## src/rtl/cbr_ref_pkg.sv

```systemverilog
package cbr_ref_pkg;

  typedef enum logic [1:0] {
    MODE_PAUSE,
    MODE_BURST,
    MODE_RUN
  } init_mode_e;

  typedef enum logic [2:0] {
    PH_IDLE,
    PH_SETUP,
    PH_HOLD,
    PH_RASLO,
    PH_PRECH
  } ref_phase_e;

  // whole cycles covering a duration, never below one
  function automatic int ns_to_cycles(input int ns, input int clk_ns);
    int c;
    c = (ns + clk_ns - 1) / clk_ns;
    return (c < 1) ? 1 : c;
  endfunction

  function automatic int max_of(input int a, input int b);
    return (a > b) ? a : b;
  endfunction

  // counter width able to hold values 0..n
  function automatic int width_for(input int n);
    return (n < 2) ? 1 : $clog2(n + 1);
  endfunction

endpackage

```

## src/rtl/cbr_period_timer.sv

```systemverilog
module cbr_period_timer #(
  parameter int N = 100
) (
  input  logic clk,
  input  logic rst_n,
  input  logic en,
  output logic tick
);
  localparam int W = cbr_ref_pkg::width_for(N);
  localparam logic [W-1:0] LAST = W'(N - 1);

  logic [W-1:0] cnt_q;

  assign tick = en && (cnt_q == LAST);

  always_ff @(posedge clk or negedge rst_n) begin
    if (!rst_n) begin
      cnt_q <= '0;
    end else if (!en) begin
      cnt_q <= '0;
    end else if (cnt_q == LAST) begin
      cnt_q <= '0;
    end else begin
      cnt_q <= cnt_q + 1'b1;
    end
  end
endmodule

```

## src/rtl/cbr_backlog_ctr.sv

```systemverilog
module cbr_backlog_ctr #(
  parameter int MAX_PEND = 4,
  parameter int PEND_W   = 3
) (
  input  logic              clk,
  input  logic              rst_n,
  input  logic              inc,
  input  logic              dec,
  output logic [PEND_W-1:0] count,
  output logic              at_limit,
  output logic              nonzero
);
  localparam logic [PEND_W-1:0] LIMIT = PEND_W'(MAX_PEND);

  logic [PEND_W-1:0] cnt_q;
  logic              inc_ok;
  logic              dec_ok;

  assign inc_ok   = inc && ((cnt_q != LIMIT) || dec);
  assign dec_ok   = dec && (cnt_q != '0);
  assign count    = cnt_q;
  assign at_limit = (cnt_q == LIMIT);
  assign nonzero  = (cnt_q != '0);

  always_ff @(posedge clk or negedge rst_n) begin
    if (!rst_n) begin
      cnt_q <= '0;
    end else if (inc_ok && !dec_ok) begin
      cnt_q <= cnt_q + 1'b1;
    end else if (dec_ok && !inc_ok) begin
      cnt_q <= cnt_q - 1'b1;
    end
  end
endmodule

```

## src/rtl/cbr_strobe_seq.sv

```systemverilog
module cbr_strobe_seq
  import cbr_ref_pkg::*;
#(
  parameter int CSR_CYC = 2,
  parameter int CHR_CYC = 2,
  parameter int RAS_CYC = 16,
  parameter int PRE_CYC = 10
) (
  input  logic clk,
  input  logic rst_n,
  input  logic start,
  output logic ras_n,
  output logic cas_n,
  output logic busy,
  output logic done
);
  localparam int LONGEST = max_of(max_of(CSR_CYC, CHR_CYC),
                                  max_of(RAS_CYC - CHR_CYC, PRE_CYC));
  localparam int CW = width_for(LONGEST);
  localparam logic [CW-1:0] LEN_SETUP = CW'(CSR_CYC - 1);
  localparam logic [CW-1:0] LEN_HOLD  = CW'(CHR_CYC - 1);
  localparam logic [CW-1:0] LEN_RASLO = CW'(RAS_CYC - CHR_CYC - 1);
  localparam logic [CW-1:0] LEN_PRECH = CW'(PRE_CYC - 1);

  ref_phase_e    phase_q;
  logic [CW-1:0] cnt_q;
  logic          last;

  assign last  = (cnt_q == '0);
  assign cas_n = !((phase_q == PH_SETUP) || (phase_q == PH_HOLD));
  assign ras_n = !((phase_q == PH_HOLD) || (phase_q == PH_RASLO));
  assign busy  = (phase_q != PH_IDLE);
  assign done  = (phase_q == PH_PRECH) && last;

  always_ff @(posedge clk or negedge rst_n) begin
    if (!rst_n) begin
      phase_q <= PH_IDLE;
      cnt_q   <= '0;
    end else begin
      unique case (phase_q)
        PH_IDLE: begin
          if (start) begin
            phase_q <= PH_SETUP;
            cnt_q   <= LEN_SETUP;
          end
        end
        PH_SETUP: begin
          if (last) begin
            phase_q <= PH_HOLD;
            cnt_q   <= LEN_HOLD;
          end else begin
            cnt_q <= cnt_q - 1'b1;
          end
        end
        PH_HOLD: begin
          if (last) begin
            phase_q <= PH_RASLO;
            cnt_q   <= LEN_RASLO;
          end else begin
            cnt_q <= cnt_q - 1'b1;
          end
        end
        PH_RASLO: begin
          if (last) begin
            phase_q <= PH_PRECH;
            cnt_q   <= LEN_PRECH;
          end else begin
            cnt_q <= cnt_q - 1'b1;
          end
        end
        PH_PRECH: begin
          if (last) begin
            phase_q <= PH_IDLE;
          end else begin
            cnt_q <= cnt_q - 1'b1;
          end
        end
        default: begin
          phase_q <= PH_IDLE;
          cnt_q   <= '0;
        end
      endcase
    end
  end
endmodule

```

## src/rtl/cbr_refresh_ctrl.sv

```systemverilog
module cbr_refresh_ctrl
  import cbr_ref_pkg::*;
#(
  parameter int CLK_NS         = 4,
  parameter int PAUSE_NS       = 200000,
  parameter int INTERVAL_NS    = 15600,
  parameter int INIT_REFRESHES = 8,
  parameter int MAX_PEND       = 4,
  parameter int CSR_NS         = 5,
  parameter int CHR_NS         = 8,
  parameter int RAS_NS         = 60,
  parameter int RC_NS          = 104,
  parameter int PRE_NS         = 40,
  parameter int RPC_NS         = 5
) (
  input  logic clk,
  input  logic rst_n,
  input  logic ref_gnt,
  output logic ref_req,
  output logic ref_urgent,
  output logic bus_own,
  output logic dram_ras_n,
  output logic dram_cas_n,
  output logic dram_we_n,
  output logic init_done
);
  localparam int PAUSE_CYC = ns_to_cycles(PAUSE_NS, CLK_NS);
  localparam int INT_CYC   = ns_to_cycles(INTERVAL_NS, CLK_NS);
  localparam int CSR_CYC   = ns_to_cycles(CSR_NS, CLK_NS);
  localparam int CHR_CYC   = ns_to_cycles(CHR_NS, CLK_NS);
  localparam int PRE_CYC   = max_of(ns_to_cycles(PRE_NS, CLK_NS),
                                    ns_to_cycles(RPC_NS, CLK_NS));
  localparam int RAS_CYC   = max_of(max_of(ns_to_cycles(RAS_NS, CLK_NS),
                                           ns_to_cycles(RC_NS, CLK_NS) - PRE_CYC),
                                    CHR_CYC + 1);
  localparam int PEND_W    = width_for(MAX_PEND);
  localparam int BURST_W   = width_for(INIT_REFRESHES);
  localparam logic [BURST_W-1:0] BURST_LOAD = BURST_W'(INIT_REFRESHES);

  init_mode_e         mode_q;
  logic [BURST_W-1:0] burst_left_q;

  // named internal events
  logic              pause_over;
  logic              period_tick;
  logic              cyc_start;
  logic              cyc_done;
  logic              seq_busy;
  logic              backlog_full;
  logic              backlog_any;
  logic [PEND_W-1:0] pend_cnt;
  logic              run_mode;
  logic              last_burst_done;

  assign run_mode        = (mode_q == MODE_RUN);
  assign cyc_start       = ref_req && ref_gnt;
  assign last_burst_done = (mode_q == MODE_BURST) && cyc_done &&
                           (burst_left_q == BURST_W'(1));

  cbr_period_timer #(.N(PAUSE_CYC)) u_pause (
    .clk  (clk),
    .rst_n(rst_n),
    .en   (mode_q == MODE_PAUSE),
    .tick (pause_over)
  );

  cbr_period_timer #(.N(INT_CYC)) u_period (
    .clk  (clk),
    .rst_n(rst_n),
    .en   (run_mode),
    .tick (period_tick)
  );

  cbr_backlog_ctr #(.MAX_PEND(MAX_PEND), .PEND_W(PEND_W)) u_backlog (
    .clk     (clk),
    .rst_n   (rst_n),
    .inc     (period_tick),
    .dec     (run_mode && cyc_done),
    .count   (pend_cnt),
    .at_limit(backlog_full),
    .nonzero (backlog_any)
  );

  cbr_strobe_seq #(
    .CSR_CYC(CSR_CYC),
    .CHR_CYC(CHR_CYC),
    .RAS_CYC(RAS_CYC),
    .PRE_CYC(PRE_CYC)
  ) u_seq (
    .clk  (clk),
    .rst_n(rst_n),
    .start(cyc_start),
    .ras_n(dram_ras_n),
    .cas_n(dram_cas_n),
    .busy (seq_busy),
    .done (cyc_done)
  );

  always_ff @(posedge clk or negedge rst_n) begin
    if (!rst_n) begin
      mode_q       <= MODE_PAUSE;
      burst_left_q <= BURST_LOAD;
    end else begin
      unique case (mode_q)
        MODE_PAUSE: if (pause_over) mode_q <= MODE_BURST;
        MODE_BURST: begin
          if (last_burst_done) begin
            mode_q <= MODE_RUN;
          end else if (cyc_done) begin
            burst_left_q <= burst_left_q - 1'b1;
          end
        end
        MODE_RUN: mode_q <= MODE_RUN;
        default:  mode_q <= MODE_PAUSE;
      endcase
    end
  end

  assign ref_req    = !seq_busy &&
                      ((mode_q == MODE_BURST) || (run_mode && backlog_any));
  assign ref_urgent = backlog_full;
  assign bus_own    = seq_busy;
  assign dram_we_n  = 1'b1;
  assign init_done  = run_mode;
endmodule

```

## config.mk

```make
export PLATFORM = sky130hd
export DESIGN_NAME = cbr_refresh_ctrl
export DESIGN_NICKNAME = d
export VERILOG_FILES = /design/src/rtl/cbr_ref_pkg.sv /design/src/rtl/cbr_period_timer.sv /design/src/rtl/cbr_backlog_ctr.sv /design/src/rtl/cbr_strobe_seq.sv /design/src/rtl/cbr_refresh_ctrl.sv
export SDC_FILE = /design/constraint.sdc
export NUM_CORES = 1
export LEC_CHECK = 0
export ABC_AREA = 1
export CELL_PAD_IN_SITES_DETAIL_PLACEMENT = 1
export CELL_PAD_IN_SITES_GLOBAL_PLACEMENT = 1
export CORE_ASPECT_RATIO = 2
export CORE_MARGIN = 1.5
export CORE_UTILIZATION = 42
export CTS_BUF_LIST = sky130_fd_sc_hd__clkbuf_4
export DETAILED_ROUTE_END_ITERATION = 12
export PLACE_DENSITY_LB_ADDON = 0.1
export SYNTH_ARGS = -nofsm -noshare
export SYNTH_HDL_FRONTEND = slang
export SYNTH_HIERARCHICAL = 1
export SYNTH_SLANG_ARGS = --single-unit
```

## constraint.sdc

```tcl
create_clock -name clk -period 2.1 [get_ports clk]
set_input_delay 0.63 -clock clk [delete_from_list [all_inputs] [get_ports clk]]
set_output_delay 0.63 -clock clk [all_outputs]
set_load 0.02 [all_outputs]
```

# ---- Word level (Yosys, flattened, before mapping)
# Index checks and enable logic that the tools add are counted.
dict set report word_totals {
  inputBits 3
  register_bits 44
  output_inout_bits 7
  word_cells 86
}
dict set report op_classes {
  mux 21
  eq_ne 19
  addsub 6
  n_reduce_logical 32
  n_bitwise 1
}
# op count
set op_table {}
lappend op_table {{2-to-1 mux 16 bit} 2}
lappend op_table {{2-to-1 mux 12 bit} 2}
lappend op_table {{2-to-1 mux 3 bit} 7}
lappend op_table {{2-to-1 mux 4 bit} 5}
lappend op_table {{case mux 4 bit (5 select lines)} 1}
lappend op_table {{adder 16 x 1 -> 16 bit, second input constant} 1}
lappend op_table {{== test 16 bit, second input constant} 1}
lappend op_table {{case mux 3 bit (5 select lines)} 1}
lappend op_table {{logical AND 1 bit} 13}
lappend op_table {{adder 12 x 1 -> 12 bit, second input constant} 1}
lappend op_table {{== test 12 bit, second input constant} 1}
lappend op_table {{!= test 2 x 1 -> 1 bit, second input constant} 4}
lappend op_table {{!= test 2 bit, second input constant} 4}
lappend op_table {{subtractor 4 x 1 -> 4 bit, second input constant} 2}
lappend op_table {{== test 3 x 2 -> 1 bit, second input constant} 2}
lappend op_table {{== test 3 bit, second input constant} 2}
lappend op_table {{case mux 2 bit (3 select lines)} 1}
lappend op_table {{nonzero test 3 bit} 2}
lappend op_table {{zero test 1 bit} 5}
lappend op_table {{AND reduction 5 bit} 1}
lappend op_table {{== test 4 x 1 -> 1 bit, second input constant} 1}
lappend op_table {{zero test 4 bit} 1}
lappend op_table {{logical OR 1 bit} 4}
lappend op_table {{2-to-1 mux 2 bit} 2}
lappend op_table {{12 further kinds} 13}

# ---- Longest topological paths before layout
# Gate-level depths: netlist of run 1.
dict set report logic_depth {
  word_depth 9
  mapped_depth 18
  depth_no_buf 18
}

# ---- Hierarchy
# Netlist of run 1, hierarchy kept.
# module area_each_um2 n_inst seq_area_each_um2 cells_each
set modules_own_cells {}
lappend modules_own_cells {{cbr_period_timer (u_pause)} 904.6 1 400.4 121}
lappend modules_own_cells {{cbr_period_timer (u_period)} 650.6 1 300.3 83}
lappend modules_own_cells {cbr_strobe_seq 488.0 1 175.2 74}
lappend modules_own_cells {cbr_refresh_ctrl 427.9 1 151.4 52}
lappend modules_own_cells {cbr_backlog_ctr 207.7 1 75.1 26}

# ---- Worst setup path after synthesis of run 1
# Ideal clock, no wire load.
dict set report synth_timing {
  path_kind {register to register}
  from {register u_seq.cnt_q[0]}
  to {register u_backlog.cnt_q[2] (netlist: u_backlog/count[2])}
  setup_ns 0.117
  arrival_ns 2.030
  t_required_ns 1.983
  n_path_buf 0
  period_less_slack_ns 2.147
  stages_incl_launch_ff 18
  path_slack_ns -0.047
  cell_sequence {dfrtp_1 inv_1 ha_1 nand2_1 nor2_4 nand2_2 inv_1 nand2_1 inv_1 o21ai_1 inv_1 ha_1 inv_2 fa_1 nand2_2 nand3_1 nand2_1 nand2_1}
}
dict set report synth_via {
  elab_chain_len 8
  elab_cells_between_ends 12
  classes_between {mux: 1; reduce/logical: 11}
}
# item line
set synth_lines {}
lappend synth_lines {{start, declared} cbr_strobe_seq.sv:26} ;# logic [CW-1:0] cnt_q;
lappend synth_lines {{start signal, assigned} cbr_strobe_seq.sv:52} ;# cnt_q <= cnt_q - 1'b1;
lappend synth_lines {{start signal, assigned} cbr_strobe_seq.sv:60} ;# cnt_q <= cnt_q - 1'b1;
lappend synth_lines {{start signal, assigned} cbr_strobe_seq.sv:68} ;# cnt_q <= cnt_q - 1'b1;
lappend synth_lines {{zero test 4 bit (*)} cbr_strobe_seq.sv:29} ;# assign last = (cnt_q == '0);
lappend synth_lines {{logical AND 1 bit (*)} cbr_strobe_seq.sv:33} ;# assign done = (phase_q == PH_PRECH) && last;
lappend synth_lines {{via cyc_done} cbr_refresh_ctrl.sv:47} ;# logic cyc_done;
lappend synth_lines {{logical AND 1 bit (*)} cbr_refresh_ctrl.sv:78} ;# .dec (run_mode && cyc_done),
lappend synth_lines {{logical OR 1 bit} cbr_backlog_ctr.sv:19} ;# assign inc_ok = inc && ((cnt_q != LIMIT) || dec);
lappend synth_lines {{logical AND 1 bit} cbr_backlog_ctr.sv:19}
lappend synth_lines {{zero test 1 bit} cbr_backlog_ctr.sv:30} ;# end else if (dec_ok && !inc_ok) begin
lappend synth_lines {{logical AND 1 bit} cbr_backlog_ctr.sv:30}
lappend synth_lines {{nonzero test 2 bit (no line)} n/a}
lappend synth_lines {{end signal, assigned} cbr_backlog_ctr.sv:29} ;# cnt_q <= cnt_q + 1'b1;
lappend synth_lines {{end signal, assigned} cbr_backlog_ctr.sv:31} ;# cnt_q <= cnt_q - 1'b1;
lappend synth_lines {{end, declared} cbr_backlog_ctr.sv:15} ;# logic [PEND_W-1:0] cnt_q;
# Mark *: on every way through the listed nets, which the timed path passes. The rest lies on a longest branch.
# A chain may end at the register's enable or synchronous reset.

# ---- Final worst setup path of run 1
dict set report layout_timing {
  from {register u_seq.phase_q[0]}
  to {output port ref_req}
}
dict set report layout_via {
  elab_chain_len 3
}
# item line
set layout_lines {}
lappend layout_lines {{start, declared} cbr_strobe_seq.sv:25} ;# ref_phase_e phase_q;
lappend layout_lines {{start signal, assigned} cbr_strobe_seq.sv:37} ;# phase_q <= PH_IDLE;
lappend layout_lines {{start signal, assigned} cbr_strobe_seq.sv:43} ;# phase_q <= PH_SETUP;
lappend layout_lines {{start signal, assigned} cbr_strobe_seq.sv:49} ;# phase_q <= PH_HOLD;
lappend layout_lines {{nonzero test 3 bit} cbr_strobe_seq.sv:32} ;# assign busy = (phase_q != PH_IDLE);
lappend layout_lines {{zero test 1 bit} cbr_refresh_ctrl.sv:119} ;# assign ref_req = !seq_busy &&
lappend layout_lines {{logical AND 1 bit} cbr_refresh_ctrl.sv:119}
lappend layout_lines {{end, declared} cbr_refresh_ctrl.sv:19} ;# output logic ref_req,
# No other way between the ends.

==> run summary, run 1 <==
The path class of the tightest hold or removal check is primary input to async pin. In this run, the number of DRC markers left after iteration 0 of detailed routing was 91. Setup repair after global routing could not meet its margin everywhere. The via count of the first global-routing pass came out at 2579.

For the worst-case clock buffer depth, the log shows 2. The max-cap check violation count is 0. The worst setup path is captured at an output pin. The number of hold buffers added after CTS was 0.

The final number of setup-violating endpoints is 0, and the number of buffers added by the clock tree synthesis step is 5. The finished cells cover 3330 um^2. Summed over all failing endpoints, the final setup total negative slack is 0 ns.

After layout, the design draws a total of 1.42 mW. Compared with the post-synthesis result, the final layout area differs by 24.4%. The die outline height is 116 um. Via count normalized by instance count: 4.87. The logs give 0 for the number of antenna violations at the first check in global routing and 31 for the distinct cell type count after synthesis. TritonCTS built the clock tree. Measured in cells, the most critical reg-to-reg path has a length of 17.

The clock-pin slew reported for the worst setup and hold paths after clock tree synthesis was 0.13 ns; the count of port buffers added during placement was 8. The placer's final routability congestion estimate came out at 0.800. When the netlist entered floorplanning its net count stood at 369. Among all stages on the critical path, the largest delay is contributed by sky130_fd_sc_hd__dfrtp_1.

The total power density per cell area came out at 427 nW/um^2. The worst setup path is launched from a flop. The post-synthesis async set-or-reset flop share came out at 1.00.

Most used flip-flop cell after synthesis: sky130_fd_sc_hd__dfrtp_1. The final hold violation count was 0; the reg2reg setup slack was 0.05 ns. The total via count after detailed routing is 2397, and the static power due to leakage is 1.62 nW.

For the remaining global-route overflow, the log shows 0. The root buffer cell chosen for the clock tree is sky130_fd_sc_hd__clkbuf_4. The largest net degree at the start of global routing is 26, and the final antenna-violating net count is 0. The run finished with clean final reports. The logs give 44 for the TritonCTS sink count and 4810 um for the estimated wirelength of the detail-placed design. The run gives 481 MHz as the maximum frequency from static timing analysis. In this run the core area contains 41 standard-cell rows.

Count of TritonRoute iterations in the first routing pass: 4. The logic gate share of total power was 0.018. The share of the core filled with cells is 0.533. In this run the number of H-tree levels came out at 2. For the number of placed I/O pins, the log shows 10. The horizontal die dimension is 59.5 um. The fraction of final layout cells with drive strength greater than 1 came out at 0.291.

After floorplanning, the core was sized to cover 6260 um^2. The mapped netlist covers 2680 um^2. The analysis attributes to net switching a power of 0.307 mW. Critical path class: flop to output pin. The wire length of the first global-routing pass came out at 11000 um. The mean post-synth cell area works out to 7.52 um^2. Traced cell by cell, the critical path runs through buf_4 -> nor2_4 -> nand2_2 -> nor2_1 -> clkbuf_2.

After detailed routing, the average wire length per cell comes to 13.1 um. The sequential share of the synthesized area is 0.411, and the endpoint arrival time on the critical path is 1.45 ns. The global routing usage summed across all routing layers was 0.207; the number of pins exceeding their max-slew limit in the final report was 0. The later pin in the worst-skew pair is clocked with a latency of 0.37 ns. Final clock period utilization by the worst path: 0.991. After detailed routing, the number of remaining DRC violations is 0. The number of storage elements in the synthesis netlist is 44. The worst register-to-register path ends at u_backlog/count[2]. STA puts the critical path data required time at 1.47 ns.

The run gives 0.00705 ns as the worst clock skew. Yosys printed 6 warnings. For the total inserted antenna cells, the log shows 0. For the post-placement worst setup slack, the log shows -0.0762 ns.

For the total detailed-routing wirelength, the log shows 6440 um. Counting the fill cells in the layout gives 808. The synthesized design contains 0 enable-type register cells. The run gives 6890 um^2 as the total die area.

Internal power comes to 1.12 mW. The largest single stage delay on the critical path is 0.43 ns. The worst register-to-register path begins at u_seq/cnt_q[0]. Once placement finished, the instance area stood at 2980 um^2. Setup slack on the critical path of the routed design comes to 0.0196 ns. The sequential cell fraction of total power came out at 0.595. At the end of the flow, the number of nets in the layout was 418. For the worst vdd rail ir drop, the log shows 284 uV. The shortest clock period the worst path allows after layout works out to 2.08 ns. Synthesis handed over a netlist of 356 instances.

Along the worst path, the maximum fanout reaches 3. Switching part of the total: 0.216. The initial cell density of the core is 0.428, and the clock network fraction of design power is 0.387.
## cells by family after synthesis
logic type | synth area share
and+or+nand+nor | 0.372
buffers and inverters | 0.0785
DFF | 0.411
AOI/OAI and AO/OA | 0.0453
xor gates and xnor gates | 0.0420
adders and majority gates | 0.0495
other | 0.00140
## how the worst max path moves through the flow
| stage | start | endpoint | slack (ns) | depth (start not counted) |
|---|---|---|---|---|
| 5_1_grt | u_seq/cnt_q[0] | u_backlog/count[2] | -0.05 | 17 |
| 6_report | u_seq/phase_q[0] | ref_req | 0.02 | 5 |
| 3_5_place_dp | u_seq/cnt_q[1] | u_backlog/count[2] | -0.08 | 17 |
| 3_3_place_gp | u_seq/cnt_q[0] | u_backlog/count[2] | 0.04 | 17 |
| 2_1_floorplan | u_seq/cnt_q[0] | u_backlog/count[2] | 0.04 | 17 |
| 4_1_cts | mode_q[1] | ref_req | -0.15 | 5 |
## power by group through the flow
stage / registers [mW] / clock network (mW) / logic [mW]
floorplan: 0.864 / 0 / 0.00324
global placement: 0.863 / 0 / 0.0274
detailed placement: 0.863 / 0 / 0.0278
CTS: 0.847 / 0.572 / 0.0277
global route: 0.848 / 0.596 / 0.0302
finish: 0.847 / 0.551 / 0.0256
## sequential cells by signal, summed over array words and instances, names as in the netlist
name             cells
burst_left_q         4
mode_q               2
u_backlog/count      3
u_pause/cnt_q       16
u_period/cnt_q      12
u_seq/cnt_q          4
u_seq/phase_q        3
## layout by cell type, fill, tap and decap left out, types with 2 or more instances in the layout
| cell | n |
|---|---|
| sky130_fd_sc_hd__nand2_2 | 15 |
| sky130_fd_sc_hd__nand2_1 | 76 |
| sky130_fd_sc_hd__nand4_1 | 8 |
| sky130_fd_sc_hd__nand2_4 | 4 |
| sky130_fd_sc_hd__o21ai_1 | 6 |
| sky130_fd_sc_hd__nor3b_1 | 2 |
| sky130_fd_sc_hd__buf_6 | 5 |
| sky130_fd_sc_hd__nand3b_1 | 3 |
| sky130_fd_sc_hd__nand3_1 | 28 |
| sky130_fd_sc_hd__inv_2 | 17 |
| sky130_fd_sc_hd__nand3_2 | 8 |
| sky130_fd_sc_hd__a31oi_1 | 2 |
| sky130_fd_sc_hd__o21ai_0 | 4 |
| sky130_fd_sc_hd__ha_1 | 4 |
| sky130_fd_sc_hd__ha_4 | 4 |
| sky130_fd_sc_hd__buf_2 | 3 |
| sky130_fd_sc_hd__nor2_4 | 4 |
| sky130_fd_sc_hd__o21bai_1 | 2 |
| sky130_fd_sc_hd__inv_1 | 35 |
| sky130_fd_sc_hd__nor2_1 | 57 |
| sky130_fd_sc_hd__inv_4 | 2 |
| sky130_fd_sc_hd__clkbuf_4 | 6 |
| sky130_fd_sc_hd__buf_4 | 31 |
| sky130_fd_sc_hd__xor2_1 | 7 |
| sky130_fd_sc_hd__xnor2_1 | 4 |
| sky130_fd_sc_hd__nor2_2 | 5 |
| sky130_fd_sc_hd__a21oi_1 | 3 |
| sky130_fd_sc_hd__dfrtp_1 | 42 |
## stage by stage
step | std cells | hold WS (ns)
floorplan | 356 | 0.334
global placement | 464 | 0.480
detailed placement | 464 | 0.486
CTS | 480 | 0.208
global route | 492 | 0.231
finish | 492 | 0.200
## timing repair
item / in CTS / in global routing
pin swaps: 6 / 15
setup buffers: 8 / 12
resized for setup: 32 / 32
endpoints found under the hold margin: 0 / 0
setup endpoints to repair: 8 / 6
gates cloned: 0 / 0
## worst max-delay path: cells and delay by family, from the launching register on
kind	cells	cell delay [ns]
flops	1	0.43
buf+inv	2	0.32
simple gates	3	0.31
## synth_stat cells (2+ instances only)
cell	instances	area, um^2
sky130_fd_sc_hd__a21oi_1	4	20.0
sky130_fd_sc_hd__a31oi_1	2	12.5
sky130_fd_sc_hd__dfrtp_1	43	1080
sky130_fd_sc_hd__ha_1	9	113
sky130_fd_sc_hd__inv_1	44	165
sky130_fd_sc_hd__inv_2	10	37.5
sky130_fd_sc_hd__nand2_1	83	312
sky130_fd_sc_hd__nand2_2	10	62.6
sky130_fd_sc_hd__nand2_4	2	22.5
sky130_fd_sc_hd__nand3_1	30	150
sky130_fd_sc_hd__nand3_2	6	60.1
sky130_fd_sc_hd__nand3b_1	3	22.5
sky130_fd_sc_hd__nand4_1	8	50.1
sky130_fd_sc_hd__nor2_1	59	221
sky130_fd_sc_hd__nor2_2	5	31.3
sky130_fd_sc_hd__nor2_4	2	22.5
sky130_fd_sc_hd__nor3_1	2	10.0
sky130_fd_sc_hd__nor3b_1	2	15.0
sky130_fd_sc_hd__o21ai_0	4	20.0
sky130_fd_sc_hd__o21ai_1	7	35.0
sky130_fd_sc_hd__o21bai_1	2	15.0
sky130_fd_sc_hd__xnor2_1	4	35.0
sky130_fd_sc_hd__xor2_1	7	61.3
## cell type report
class | instances | area [um^2] | share of cell area
clock buffers | 6 | 45.0 | 0.0135
well taps | 86 | 108 | 0.0323
inverters | 54 | 208 | 0.0623
multi-input cells | 257 | 1490 | 0.446
repair buffers | 43 | 348 | 0.104
flip-flops and latches | 44 | 1100 | 0.331
clock inverters | 2 | 35.0 | 0.0105
## routing by layer
layer  vias up  track usage  share of wire
li1       1205            -              -
met1      1167        0.209           0.38
met2        17        0.398           0.58
met3         8       0.0301          0.016
met4         0       0.0864          0.020
met5         -            0              0
Note: power is estimated with default switching activity, not from simulation.
==> run 2, diff against run 1 <==
--- a/config.mk
+++ b/config.mk
@@ -10,7 +10,7 @@
 export CELL_PAD_IN_SITES_GLOBAL_PLACEMENT = 1
 export CORE_ASPECT_RATIO = 2
 export CORE_MARGIN = 1.5
-export CORE_UTILIZATION = 42
+export CORE_UTILIZATION = 47
 export CTS_BUF_LIST = sky130_fd_sc_hd__clkbuf_4
 export DETAILED_ROUTE_END_ITERATION = 12
 export PLACE_DENSITY_LB_ADDON = 0.1
==> constraint.sdc (replaced) <==
create_clock -name clk -period 2.33 [get_ports clk]
set_input_delay 0.699 -clock clk [delete_from_list [all_inputs] [get_ports clk]]
set_output_delay 0.699 -clock clk [all_outputs]
set_load 0.02 [all_outputs]
==> run 2 against run 1 <==
  * Flip-flop and latch count unchanged
  * Register-to-register slack gained 0.09 ns
  * Sequential power decreased by 9.8%
  * Total power down 17%
  * Clock skew is 0.00062 ns higher
  * Sequential share of layout area rose by 3.9 points
  * Design area decreased by 10%
  * Hold slack better by 0.011 ns
  * Clock-buffer cell count grew 1
  * Wire length increased by 1.9%
  * Combinational power decreased by 13%
  * Critical path depth is the same
==> run summary, run 2 (synthesis gave the netlist of run 1 again) <==
Entering global routing, the biggest net connects 19 pins. For this run, the slowest stage of the critical path takes 0.46 ns. Clock-pin slew reported for the worst setup and hold paths after clock tree synthesis: 0.13 ns.

At the worst endpoint, the required time is 1.63 ns. The iteration-0 DRC count of the detailed router is 66. The flip-flop count of the largest register, all copies and words added is 16.

The run gives 443 as the non-filler instance count after layout. The flow ran to the end, and the final reports show no timing, DRC or antenna violations. The core region is 5470 um^2. Final net count: 395. CTS placed an instance of sky130_fd_sc_hd__clkbuf_4 at the clock tree root. The per-cell routed wire length is 14.8 um, and the power consumption is 1.18 mW. For the finished layout, the period the worst path requires is 2.24 ns.

The count of hold-fix buffers inserted at cts is 0. The register with the most flip-flops in the final layout is u_pause/cnt_q. STA puts the critical path data arrival time at 1.54 ns. For the total via count after detailed routing, the log shows 2338. The H-tree generated during clock tree synthesis spans 2 levels.

On the final layout, the worst hold slack is 0.211 ns. The number of placed instances, taps included, is 430. After global routing the overflow that remains totals 0. The wire length of the first global-routing pass is 11300 um, and the post-placement worst setup slack is -0.00845 ns. TritonCTS sink count: 44. The count of port buffers added during placement was 8; the final hold violation count was 0. At the later pin of the worst-skew pair, clock insertion delay measures 0.37 ns.

TritonCTS built the clock tree. The depth of the worst register-to-register path works out to 17. The via count of the first global-routing pass came out at 2511. The number of antenna violations at the first check in global routing was 0.

The initial cell density of the core was 0.490. The growth of design area from synthesis to finish is 11.4%. Timing would allow up to 447 MHz. For the total inserted antenna cells, the log shows 0.

Class of the tightest hold or removal check: primary input to async pin. Max-cap violations in this run came to 0. The tools report the standard-cell row count as 38.

The critical path class was flop to output pin. The logs give 0.235 for the global routing usage summed across all routing layers and 4 for the count of TritonRoute iterations in the first routing pass. The worst clock skew came out at 0.00767 ns. The largest registers in the layout are u_pause/cnt_q (16), u_period/cnt_q (12).

Setup slack on the critical path of the routed design comes to 0.0919 ns. Measured along the y axis, the die boundary spans 110 um. The library cells used most frequently in the layout, excluding fill and tap cells, are 82 x sky130_fd_sc_hd__nand2_1, 59 x sky130_fd_sc_hd__nor2_1, 41 x sky130_fd_sc_hd__dfrtp_1, 39 x sky130_fd_sc_hd__inv_1, 30 x sky130_fd_sc_hd__nand3_1. Leaving out fill and tap cells, the most frequent cell in the layout is sky130_fd_sc_hd__nand2_1. The critical path goes through buf_4 -> nand3_1 -> nand2_1 -> inv_1 -> dlygate4sd2_1.

The share of the core filled with cells was 0.546; the estimated wirelength of the detail-placed design was 5130 um. Across the VDD grid, the largest voltage drop is 348 uV. The number of buffers added by the clock tree synthesis step is 5, and the fraction of final layout cells with drive strength greater than 1 is 0.193.

The final clock period utilization by the worst path is 0.961. The slowest stage of the critical path is the sky130_fd_sc_hd__dfrtp_2 cell. Of all nets on the critical path, the largest fanout is 3. In the routed layout, each cell is associated on average with a via count of 5.28.

The analysis attributes to cell leakage a power of 1.47 nW. In this run the power density over the cells is 394 nW/um^2. The tools report the sort of element at the end of the critical path as an output pin. The clock passes through at most 2 buffers. The placer's final routability congestion estimate was 0.799; the total detailed-routing wirelength was 6560 um. Setup violations remaining at the end of the flow were counted as 0. The detail route stage leaves a number of antenna-violating nets equal to 0. The total die area is 6190 um^2.

In the routed design, unresolved DRC markers number 0. The number of pins exceeding their max-slew limit in the final report is 0, and the horizontal die dimension is 56.4 um. STA classifies the critical path startpoint as a flop.

10 I/O pins were placed.
run 2: cell types whose count changed in the layout (fill, tap and decap cells not counted), sizes merged:
cell / change
bufinv: -1
buf: -27
dlygate4sd2: +3
clkbuf: +2
run 2: critical path, delay by kind of cell, from the launching register on:
family,cells,cell delay [ns]
flip-flops,1,0.46
AND/OR/NAND/NOR,2,0.20
buffers and inverters,3,0.52
run 2: layout make-up:
| type | instances | area [um^2] |
|---|---|---|
| fill | 737 | 2480 |
| multi-input combinational | 257 | 1400 |
| sequential | 44 | 1100 |
| inverter | 54 | 203 |
| timing repair buffer | 20 | 150 |
| tap | 60 | 75.1 |
| clock buffer | 7 | 52.6 |
| clock inverter | 1 | 5.00 |
run 2: final timing paths:
kind,from,to,slack [ns]
worst max-delay path,u_seq/phase_q[0],dram_ras_n,0.09
worst min-delay path,rst_n,u_pause/cnt_q[12],0.21
worst max register to register,u_seq/cnt_q[0],u_backlog/count[2],0.14
worst min register to register,burst_left_q[3],burst_left_q[3],0.50
max in group asynchronous,rst_n,burst_left_q[3],1.52
min in group clk,burst_left_q[3],burst_left_q[3],0.50
run 2: repair_timing:
item	in CTS	in global routing
pin swaps	0	4
gates resized for setup	11	13
buffers inserted	0	5
endpoints found under the setup margin	7	5
gates cloned	0	0
run 2: through the flow:
stage               TNS [ns]  instance area (um^2)
detailed placement  -0.00845                  2870
floorplan                  0                  2680
global placement           0                  2870
finish                     0                  2990
CTS                 -0.00402                  2940
global route         -0.0370                  2990
run 2: layer usage:
metal,global-route usage,vias up,share of wire
li1,-,1161,-
met1,0.243,1155,0.38
met2,0.472,14,0.59
met3,0.0282,8,0.014
met4,0.0816,0,0.016
met5,0,-,0
run 2: power breakdown:
group	leakage, nW	total [mW]	internal [mW]	switching, mW
Combinational	0.843	0.0223	0.00447	0.0179
Clock	0.0361	0.392	0.141	0.251
Sequential	0.594	0.764	0.764	0
